## config.mk

```make
export PLATFORM = sky130hd
export DESIGN_NAME = ipc_ctl_status
export DESIGN_NICKNAME = d
export VERILOG_FILES = /design/src/rtl/ipc_ctl_pkg.sv /design/src/rtl/ipc_rst_sync.sv /design/src/rtl/ipc_sync.sv /design/src/rtl/ipc_tmo_flag.sv /design/src/rtl/ipc_ctl_status.sv
export SDC_FILE = /design/constraint.sdc
export NUM_CORES = 1
export LEC_CHECK = 0
export BUFFER_PORTS_ARGS = -buffer_cell sky130_fd_sc_hd__buf_2
export CORE_AREA = 5 5 85 48
export CTS_BUF_LIST = sky130_fd_sc_hd__clkbuf_16
export CTS_CLUSTER_DIAMETER = 120
export DETAILED_ROUTE_END_ITERATION = 6
export DIE_AREA = 0 0 90 53
export GPL_ROUTABILITY_DRIVEN = 0
export GPL_TIMING_DRIVEN = 0
export PLACE_DENSITY_LB_ADDON = 0.3
export SLEW_MARGIN = 20
export SYNTH_ARGS = -nofsm -noshare
export SYNTH_HDL_FRONTEND = slang
export SYNTH_SLANG_ARGS = --single-unit
export TNS_END_PERCENT = 10
```

## constraint.sdc

```tcl
create_clock -name clk -period 1.7 [get_ports clk]
set_input_delay 0.085 -clock clk [delete_from_list [all_inputs] [get_ports clk]]
set_output_delay 0.085 -clock clk [all_outputs]
set_load 0.02 [all_outputs]
```

## src/rtl/ipc_ctl_pkg.sv

```systemverilog
package ipc_ctl_pkg;
  localparam int WIN_AW = 11;
  localparam int REG_W  = 8;

  localparam logic [WIN_AW-1:0] OFS_CTRL = 11'h500;
  localparam logic [WIN_AW-1:0] OFS_PEND = 11'h600;
  localparam logic [WIN_AW-1:0] OFS_STAT = 11'h700;

  // control register bit positions (clock selects occupy the low bits)
  localparam int CB_ARM = 4;
  localparam int CB_TEN = 5;
  localparam int CB_IEN = 6;
  localparam int CB_FRC = 7;

  // status register bit positions
  localparam int SB_FLAG = 6;
  localparam int SB_LINT = 7;
endpackage

```

## src/rtl/ipc_rst_sync.sv

```systemverilog
module ipc_rst_sync #(
  parameter int STAGES = 2
) (
  input  logic clk,
  input  logic arst_n,
  output logic srst_n
);
  logic [STAGES-1:0] chain_q;
  logic [STAGES-1:0] chain_d;

  always_comb begin
    chain_d = {chain_q[STAGES-2:0], 1'b1};
  end

  always_ff @(posedge clk or negedge arst_n) begin
    if (!arst_n) chain_q <= '0;
    else         chain_q <= chain_d;
  end

  assign srst_n = chain_q[STAGES-1];
endmodule

```

## src/rtl/ipc_sync.sv

```systemverilog
module ipc_sync #(
  parameter int W      = 8,
  parameter int STAGES = 2
) (
  input  logic         clk,
  input  logic         rst_n,
  input  logic [W-1:0] d,
  output logic [W-1:0] q
);
  logic [W-1:0] stg_q [STAGES];

  always_ff @(posedge clk or negedge rst_n) begin
    if (!rst_n) stg_q[0] <= '0;
    else        stg_q[0] <= d;
  end

  for (genvar s = 1; s < STAGES; s++) begin : g_stage
    always_ff @(posedge clk or negedge rst_n) begin
      if (!rst_n) stg_q[s] <= '0;
      else        stg_q[s] <= stg_q[s-1];
    end
  end

  assign q = stg_q[STAGES-1];
endmodule

```

## src/rtl/ipc_tmo_flag.sv

```systemverilog
module ipc_tmo_flag (
  input  logic clk,
  input  logic rst_n,
  input  logic arm,
  input  logic evt,
  output logic flag_q
);
  logic flag_d;

  always_comb begin
    if (arm) flag_d = flag_q | evt;
    else     flag_d = 1'b0;
  end

  always_ff @(posedge clk or negedge rst_n) begin
    if (!rst_n) flag_q <= 1'b0;
    else        flag_q <= flag_d;
  end
endmodule

```

## src/rtl/ipc_ctl_status.sv

```systemverilog
module ipc_ctl_status
  import ipc_ctl_pkg::*;
#(
  parameter int NSLOT       = 4,
  parameter int LINES_SLOT  = 2,
  parameter int ADDR_W      = WIN_AW,
  parameter int SYNC_STAGES = 2
) (
  input  logic                        clk,
  input  logic                        rst_n,
  input  logic [ADDR_W-1:0]           reg_addr,
  input  logic                        reg_we,
  input  logic [REG_W-1:0]            reg_wdata,
  output logic [REG_W-1:0]            reg_rdata,
  input  logic [NSLOT*LINES_SLOT-1:0] mod_irq_i,
  input  logic                        tmo_evt_i,
  output logic [NSLOT-1:0]            slot_clk_sel_o,
  output logic                        tmo_en_o,
  output logic                        lint_o
);
  localparam int NLINE = NSLOT * LINES_SLOT;

  logic             rst_s_n;
  logic [REG_W-1:0] ctrl_q;
  logic [REG_W-1:0] ctrl_d;
  logic             ctrl_we;
  logic [NLINE-1:0] pend;
  logic             flag_q;

  ipc_rst_sync #(.STAGES(2)) u_rst (
    .clk    (clk),
    .arst_n (rst_n),
    .srst_n (rst_s_n)
  );

  ipc_sync #(.W(NLINE), .STAGES(SYNC_STAGES)) u_irq_sync (
    .clk   (clk),
    .rst_n (rst_s_n),
    .d     (mod_irq_i),
    .q     (pend)
  );

  // control register: clock enable is the decoded write strobe
  always_comb begin
    ctrl_we = reg_we && (reg_addr == ADDR_W'(OFS_CTRL));
    ctrl_d  = ctrl_we ? reg_wdata : ctrl_q;
  end

  always_ff @(posedge clk or negedge rst_s_n) begin
    if (!rst_s_n) ctrl_q <= '0;
    else          ctrl_q <= ctrl_d;
  end

  ipc_tmo_flag u_flag (
    .clk    (clk),
    .rst_n  (rst_s_n),
    .arm    (ctrl_q[CB_ARM]),
    .evt    (tmo_evt_i),
    .flag_q (flag_q)
  );

  always_comb begin
    lint_o = ctrl_q[CB_IEN] & ((|pend) | flag_q | ctrl_q[CB_FRC]);
  end

  assign slot_clk_sel_o = ctrl_q[NSLOT-1:0];
  assign tmo_en_o       = ctrl_q[CB_TEN];

  always_comb begin
    reg_rdata = '0;
    if (reg_addr == ADDR_W'(OFS_CTRL)) begin
      reg_rdata = ctrl_q;
    end else if (reg_addr == ADDR_W'(OFS_PEND)) begin
      reg_rdata[NLINE-1:0] = pend;
    end else if (reg_addr == ADDR_W'(OFS_STAT)) begin
      reg_rdata[SB_FLAG] = flag_q;
      reg_rdata[SB_LINT] = lint_o;
    end
  end
endmodule

```

### After elaboration in Yosys (flattened, before gate mapping)

Index checks and enable logic that the tools add are counted.
W data, S select, Z words.

| word-level totals | value |
|---|---|
| register bits | 27 |
| bits of input ports | 31 |

| operators by class | value |
|---|---|
| eq/ne operators | 3 |
| mux-type cells | 5 |
| bitwise operators | 4 |
| reduce and logical (&&, ||, !) cells | 2 |

Operator list:

| kind | number |
|---|---|
| $eq A11 B11 Y1 const B | 3 |
| $mux W8 | 1 |
| $reduce_or A8 Y1 | 1 |
| $mux W6 | 1 |
| $mux W2 | 2 |
| $or A1 B1 Y1 | 3 |
| $and A1 B1 Y1 | 1 |
| $logic_and A1 B1 Y1 | 1 |
| $mux W1 | 1 |

### Logic depth before layout (Yosys ltp)

Gate-level depths: netlist (run 1).

| depth | value |
|---|---|
| depth after elaboration | 7 |
| mapped depth | 5 |

### By module

A second synthesis (run 1) with hierarchy kept.

| second synthesis, totals | value |
|---|---|
| cells, all modules | 82 |
| area total of the unflattened synthesis | 1157.4 um^2 |

By module, submodules not included:

| module | instances | cells an instance | area an instance (um^2) | sequential area each (um^2) |
|---|---|---|---|---|
| ipc_ctl_status | 1 | 53 | 610.6 | 200.2 |
| ipc_sync | 1 | 24 | 460.4 | 400.4 |
| ipc_rst_sync | 1 | 3 | 53.8 | 50.0 |
| ipc_tmo_flag | 1 | 2 | 32.5 | 25.0 |

### Worst setup path before layout (run 1)

Ideal clock, no wire load.

| timing | value |
|---|---|
| kind | reg2out |
| start point | reg u_irq_sync.stg_q, in the netlist u_irq_sync.q[1] |
| end point | out reg_rdata[7] |
| arrival | 1.319 ns |
| path slack | 0.296 ns |
| stages on the path, launching flop included | 4 |
| path through | dfrtp_1 > or4_1 > nor4_1 > nor3_1 |

| on the way | value |
|---|---|
| cells in the longest elaborated chain, start to end | 7 |

Ends and longest elaborated chain:

| what | RTL line | RTL |
|---|---|---|
| start: declaration | ipc_sync.sv:10 | `logic [W-1:0] stg_q [STAGES];` |
| start signal: indexed assignment | ipc_sync.sv:20 | `else stg_q[s] <= stg_q[s-1];` |
| $reduce_or A8 Y1 | ipc_ctl_status.sv:63 | `lint_o = ctrl_q[CB_IEN] & ((\|pend) \| flag_q \| ctrl_q[CB_FRC]);` |
| $or A1 B1 Y1 (2 in a row) | ipc_ctl_status.sv:63 |  |
| $and A1 B1 Y1 | ipc_ctl_status.sv:63 |  |
| $mux W2 | ipc_ctl_status.sv:75 | `end else if (reg_addr == ADDR_W'(OFS_STAT)) begin` |
| $mux W2 | ipc_ctl_status.sv:73 | `end else if (reg_addr == ADDR_W'(OFS_PEND)) begin` |
| $mux W8 | ipc_ctl_status.sv:71 | `if (reg_addr == ADDR_W'(OFS_CTRL)) begin` |
| end: declaration | ipc_ctl_status.sv:14 | `output logic [REG_W-1:0] reg_rdata,` |

No other way between the ends.

### Worst setup path after layout (run 1)

| timing | value |
|---|---|
| start point | reg u_irq_sync.stg_q, in the netlist u_irq_sync.q[4] |
| end point | out lint_o |

| on the way | value |
|---|---|
| cells in the longest elaborated chain, start to end | 4 |

Ends and longest elaborated chain:

| what | RTL line | RTL |
|---|---|---|
| $reduce_or A8 Y1 | ipc_ctl_status.sv:63 |  |
| $or A1 B1 Y1 (2 in a row) | ipc_ctl_status.sv:63 |  |
| $and A1 B1 Y1 | ipc_ctl_status.sv:63 |  |
| end: declaration | ipc_ctl_status.sv:19 | `output logic lint_o` |

No other way between the ends.

==> results_dict.tcl, run 1 <==
set metrics [dict create \
    synth_top_area_share_pct 63.0 \
    cts_tree "built" \
    io_pins 45 \
    grt_pass1_wl_mm 3.79 \
    rsz0062_at_grt "yes" \
    final_max_slew_viol_count 0 \
    first_global_vias 775 \
    required_ns 1.62 \
    dieWidth_um 90 \
    synth_edf_count 0 \
    synth_common_cells "dfrtp_1, nor2_1, mux2_4" \
    yosysMostFrequentCell "dfrtp_1" \
    synth_area_leader_cell "dfrtp_1" \
    grt_max_degree 26 \
    synthTopCellsByArea "dfrtp_1, mux2_4, a22oi_1" \
    worstSetupPathType "reg -> out" \
    synth_area_um2 1070 \
    yosysSeqAreaShare_pct 63.0 \
    areaGrowthSynthToFinish_pct 44.3 \
    synth.distinct_cells 20 \
    clk_path_buf_depth 2 \
    final_util_pct 47.7 \
    synth.avg_cell_area_um2 14.3 \
    path_cells "or4_4 > nor4_4 > nor2b_1 > buf_4" \
    synth_ff_type "dfrtp_1" \
    hold_violations 0 \
    fillers 292 \
    maxSlewHeadroom_pct 64.4 \
    period_share_pct 104 \
    n_antenna_cell 0 \
    start_util_pct 33.0 \
    fin_ws_ns -0.0634 \
    cts_buffers 3 \
    status "complete, but fails checks" \
    cap_violations 0 \
    critical_path_buf_inv_count 1 \
    final_antenna_net_count 0 \
    layout-drive-gt1-share_pct 51.9 \
    post_drt_wl_per_cell_um 13.3 \
    hp-class "in -> reg" \
    vias 745 \
    end_kind "primary output" \
    cellPowerDensity_nw_per_um2 842 \
    drcViolationCount 0 \
    crit_fanout 2 \
    totalWireLength_mm 2.33 \
    critPathMaxStageDelay_ns 0.55 \
    cp.arrival_ns 1.68 \
    syn-num-nets 106 \
    dieArea_um2 4770 \
    synth-seq-cells 27 \
    grt_use_total_pct 10.4 \
    setup_viol 2 \
    nets 165 \
    worst_pin_slew_ns 0.534 \
    grt_overflow 0 \
    ir_drop_mv 0.544 \
    finalPower_uw 1300 \
    crit_slowest_cell "or4_4" \
    fmax_ghz 0.567 \
    clkTransAtPathRegs_ns 0.06 \
    fin_area_um2 1550 \
    ys_async_sr_fraction_pct 100 \
    die_height_um 53 \
    insertion_delay_ns 0.26 \
    grt_antenna_before_repair 0 \
    p_leak_uw 0.000778 \
    cts-htree-levels 1 \
    finalWorstPathRequiredPeriod_ns 1.76 \
    port_buffers 44 \
    syn_inst 75 \
    dr.pass1.iters 4 \
    violations "negative setup slack" \
    ys_warn_count 0 \
    core_um2 3250 \
    cp-start-kind "flip-flop" \
    rows 15 \
    fin_worst_skew_ns 0.00202 \
    place_area_um2 1350 \
    via_per_inst 4.26 \
    drt_iter0_drc 42 \
    cts_root_buffer "clkbuf_16" \
    clock-sinks 27 \
    ff2ff_setup_slack_ns 0.91 \
    dpl.hpwl_mm 1.77 \
    crit_family "simple AND/OR/NAND/NOR gates" \
]
-- final cells by class --
cell class	instances	area (um^2)	area share, %
Sequential cell	27	677	43.7
Multi-Input combinational cell	42	377	24.3
Timing Repair Buffer	54	320	20.7
Clock buffer	3	75.1	4.85
Tap cell	42	52.6	3.40
Buffer	5	35.0	2.26
Clock inverter	1	7.51	0.485
Inverter	1	3.75	0.243
-- flip-flops by register name, indices dropped and copies added (netlist names) --
register          cells
u_rst.chain_q         2
u_flag.flag_q         1
u_irq_sync.q          8
u_irq_sync.stg_q      8
ctrl_q                8
-- per-stage QoR --
step	cells	setup TNS, ns	hold slack, ns	setup WS, ns
global route	175	-0.257	0.0262	-0.136
finish	175	-0.0994	0.0333	-0.0634
CTS	175	-0.172	0.0279	-0.0922
floorplan	75	0	-0.211	0.296
global placement	161	0	-0.130	0.117
detailed placement	161	0	-0.128	0.0931
-- metal layers --
layer	global-route usage, %	part of all wire [%]	up-vias
met4	1.24	0	0
met5	0	0	-
met3	5.26	9.8	0
met2	15.4	41	37
met1	13.8	50	336
li1	-	-	372
-- placed cells by master (no fill, tap or decap), drive strengths merged --
| cell | count |
|---|---|
| nor2 | 11 |
| mux2 | 9 |
| nand2 | 2 |
| dlygate4sd3 | 9 |
| clkbuf | 3 |
| nor4 | 2 |
| dfrtp | 27 |
| nor2b | 3 |
| clkinvlp | 1 |
| a21oi | 1 |
| o21ai | 1 |
| buf | 50 |
| nor3 | 1 |
| nand4 | 1 |
| conb | 1 |
| inv | 1 |
| or4 | 2 |
| o21a | 1 |
| a22oi | 7 |
-- report_power, final --
part	leakage [uW]	switching [uW]	total [uW]	internal (uW)
registers	0.000334	23.0	689	666
clock network	0.0000371	206	525	319
logic	0.000406	35.0	89.3	54.3
-- cell families after synthesis --
logic type | count (synthesis) | share of synthesized area (%)
mux | 9 | 12.3
flops | 27 | 63.0
other cells | 1 | 0.350
compound gates | 10 | 6.53
simple gates | 22 | 14.2
buf+inv | 6 | 3.62
-- final timing paths --
check / from / to / cells past startpoint
hold reg to reg: u_rst.chain_q[1]$_DFF_PN0_ / u_irq_sync.stg_q[13]$_DFF_PN0_ / 0
max in group asynchronous: u_rst.chain_q[1]$_DFF_PN0_ / ctrl_q[3]$_DFFE_PN0P_ / 0
setup reg to reg: ctrl_q[4]$_DFFE_PN0P_ / ctrl_q[4]$_DFFE_PN0P_ / 1
hold / removal: tmo_evt_i / u_flag.flag_q$_DFF_PN0_ / 2
min in group asynchronous: rst_n / u_rst.chain_q[1]$_DFF_PN0_ / 2
setup / recovery: u_irq_sync.q[4]$_DFF_PN0_ / lint_o / 4
-- repair_timing --
action,CTS,global route
endpoints found under the setup margin,2,2
hold buffers,9,0
resized for setup,2,2
setup buffers,1,0
cloned,0,0
pin swaps,3,0
endpoints found under the hold margin,10,0
Note: power is estimated with default switching activity, not from simulation.
==> run 2, diff against run 1 <==
ABC_AREA = 1   (was default)
CORE_AREA = 5 5 87 49   (was 5 5 85 48)
DIE_AREA = 0 0 92 54   (was 0 0 90 53)
==> results_dict.tcl, run 2 <==
set metrics [dict create \
    status "finished clean" \
    vias 911 \
    synth.distinct_cells 17 \
    clkPwrFrac_pct 40.7 \
    grt_overflow 0 \
    cap_violations 0 \
    cts_tree "built" \
    synth-seq-cells 27 \
    synthTopCellsByArea "dfrtp_1, nand3_1, o21ai_2" \
    insertion_delay_ns 0.26 \
    p_sw_share_pct 20.5 \
    ir_drop_mv 0.555 \
    start_util_pct 31.8 \
    core_um2 3560 \
    dieWidth_um 92 \
    io_pins 45 \
    syn_inst 111 \
    worstSetupPathType "reg -> out" \
    cellPowerDensity_nw_per_um2 820 \
    yosysMostFrequentCell "dfrtp_1" \
    crit_fanout 2 \
    post_drt_wl_per_cell_um 11.3 \
    fin_ws_ns 0.360 \
    synth.avg_cell_area_um2 10.2 \
    hold_violations 0 \
    holdWs_ns 0.0407 \
    n_antenna_cell 0 \
    ys_async_sr_fraction_pct 100 \
    worst_pin_slew_ns 0.524 \
    layout-drive-gt1-share_pct 42.9 \
    combPwrFrac_pct 6.5 \
    grt_antenna_before_repair 0 \
    seqPwrFrac_pct 52.8 \
    synth_ff_type "dfrtp_1" \
    grt_use_total_pct 10.8 \
    synth_area_um2 1130 \
    dpl.hpwl_mm 1.96 \
    synth-simple-area-share_pct 24.4 \
    p_leak_uw 0.000850 \
    maxSlewHeadroom_pct 65.1 \
    synth_area_leader_cell "dfrtp_1" \
    period_share_pct 78.8 \
    drt_iter0_drc 47 \
    synth_top_area_share_pct 59.6 \
    fin_worst_skew_ns 0.00303 \
    synth-compound-area-share_pct 7.73 \
    syn-num-nets 142 \
    totalWireLength_mm 2.41 \
    fmax_ghz 0.746 \
    setup_viol 0 \
    rsz0062_at_grt "no" \
    cp-start-kind "flip-flop" \
    synth_top_family_by_area "simple AND/OR/NAND/NOR gates" \
    clk_path_buf_depth 2 \
    dieArea_um2 4970 \
    nets 200 \
    grt_max_degree 26 \
    synth_common_cells "dfrtp_1, nand3_1, nand2_1" \
    hp-class "in -> reg" \
    fin_tns_setup_ns 0 \
    yosysSeqAreaShare_pct 59.6 \
    clkTransAtPathRegs_ns 0.06 \
    path_cells "nor2_1 > nand3_1 > nor2_1 > nor2_1 > nand2_1 > nand3_1 > buf_2" \
    critPathMaxStageDelay_ns 0.39 \
    ys_warn_count 0 \
    grt_pass1_wl_mm 4.10 \
    pre_cts_slack_ns 0.484 \
    first_global_vias 890 \
    p_switching_uw 266 \
    final_max_slew_viol_count 0 \
    synth_fa_ha_area_share_pct 0 \
    muxShareOfSynthArea_pct 0 \
    end_kind "primary output" \
    final_antenna_net_count 0 \
    cp.arrival_ns 1.25 \
    mostFrequentLayoutCells "buf_2, dfrtp_1, nand3_1" \
    port_buffers 44 \
    dr.pass1.iters 5 \
    areaGrowthSynthToFinish_pct 39.7 \
    drcViolationCount 0 \
    synth-xor-area-share_pct 0 \
    cts_buffers 3 \
    ctsResizeCount 0 \
    cts-htree-levels 1 \
    final_util_pct 44.5 \
    synth_edf_count 0 \
    required_ns 1.62 \
    finalWorstPathRequiredPeriod_ns 1.34 \
    die_height_um 54 \
    cts_root_buffer "clkbuf_16" \
    via_per_inst 4.28 \
    rows 16 \
    clock-sinks 27 \
    p_int_uw 1030 \
    layout_commonest_cell "buf_2" \
    crit_top_cell "nor2_1" \
    crit_slowest_cell "dfrtp_1" \
]
-- run 2: cell count changes in the layout (fill, tap and decap cells not counted), moves of 3 or more --
cell,before,now
nand3_1,0,19
nand2_1,2,17
inv_1,1,10
mux2_4,8,0
o21ai_2,0,8
a22oi_1,7,0
nand2_2,0,4
nor2b_1,3,0
-- run 2: repair_timing --
| action | in CTS | in global routing |
|---|---|---|
| hold buffers | 9 | 0 |
| buffers inserted | 0 | 0 |
| endpoints found under the hold margin | 10 | 0 |
-- run 2: critical path: cells and delay by family (launching register included) --
kind	cells	cell delay [ns]
flip-flops	1	0.39
buffers and inverters	1	0.16
AND/OR/NAND/NOR	6	0.46
-- run 2: area by class of cell --
class / instances / area (um^2)
Multi-Input combinational cell: 67 / 368
Fill cell: 364 / 1980
Buffer: 6 / 48.8
Clock buffer: 3 / 75.1
Inverter: 11 / 41.3
Timing Repair Buffer: 53 / 310
Sequential cell: 27 / 677
Clock inverter: 1 / 7.51
Tap cell: 45 / 56.3
-- run 2: logic make-up (layout without fill, tap and decap cells) --
kind of cell           Yosys count  after routing
flip-flops                      27             27
AND/OR/NAND/NOR                 55             55
buffers and inverters           17             74
other                            1              1
AO/OA/AOI/OAI                   11             11
-- run 2: worst paths after layout --
kind                       slack, ns                       start                              to  cells after the start
max                             0.36   u_irq_sync.q[5]$_DFF_PN0_                    reg_rdata[7]                      7
min                             0.04                   tmo_evt_i         u_flag.flag_q$_DFF_PN0_                      2
max reg2reg                     1.01     u_flag.flag_q$_DFF_PN0_         u_flag.flag_q$_DFF_PN0_                      1
min reg2reg                     0.25  u_rst.chain_q[1]$_DFF_PN0_  u_irq_sync.stg_q[11]$_DFF_PN0_                      0
max in group asynchronous       1.10  u_rst.chain_q[1]$_DFF_PN0_       u_irq_sync.q[5]$_DFF_PN0_                      0
min in group asynchronous       0.14                       rst_n      u_rst.chain_q[0]$_DFF_PN0_                      2
-- run 2: routing by layer --
layer / vias up / wire length [um] / GRT usage, % / share of wire, %
met3: 0 / 267 / 5.31 / 11
met1: 412 / 1190 / 14.5 / 49
li1: 464 / - / - / -
met2: 35 / 955 / 15.8 / 40
met5: - / 0 / 0 / 0
met4: 0 / 0 / 2.22 / 0
-- run 2: through the flow --
step	instances	cell area, um^2	power [uW]
after floorplan	111	1130	721
after global placement	200	1410	766
after detailed placement	200	1410	769
after CTS	213	1580	1320
after global routing	213	1580	1370
final	213	1580	1300
-- run 2: power by group through the flow --
stage	Clock [uW]	Sequential, uW	Combinational, uW
after floorplan	0	693	27.6
after global placement	0	698	68.4
after detailed placement	0	699	70.1
after CTS	547	687	86.2
after global routing	579	691	96.1
final	528	686	84.8
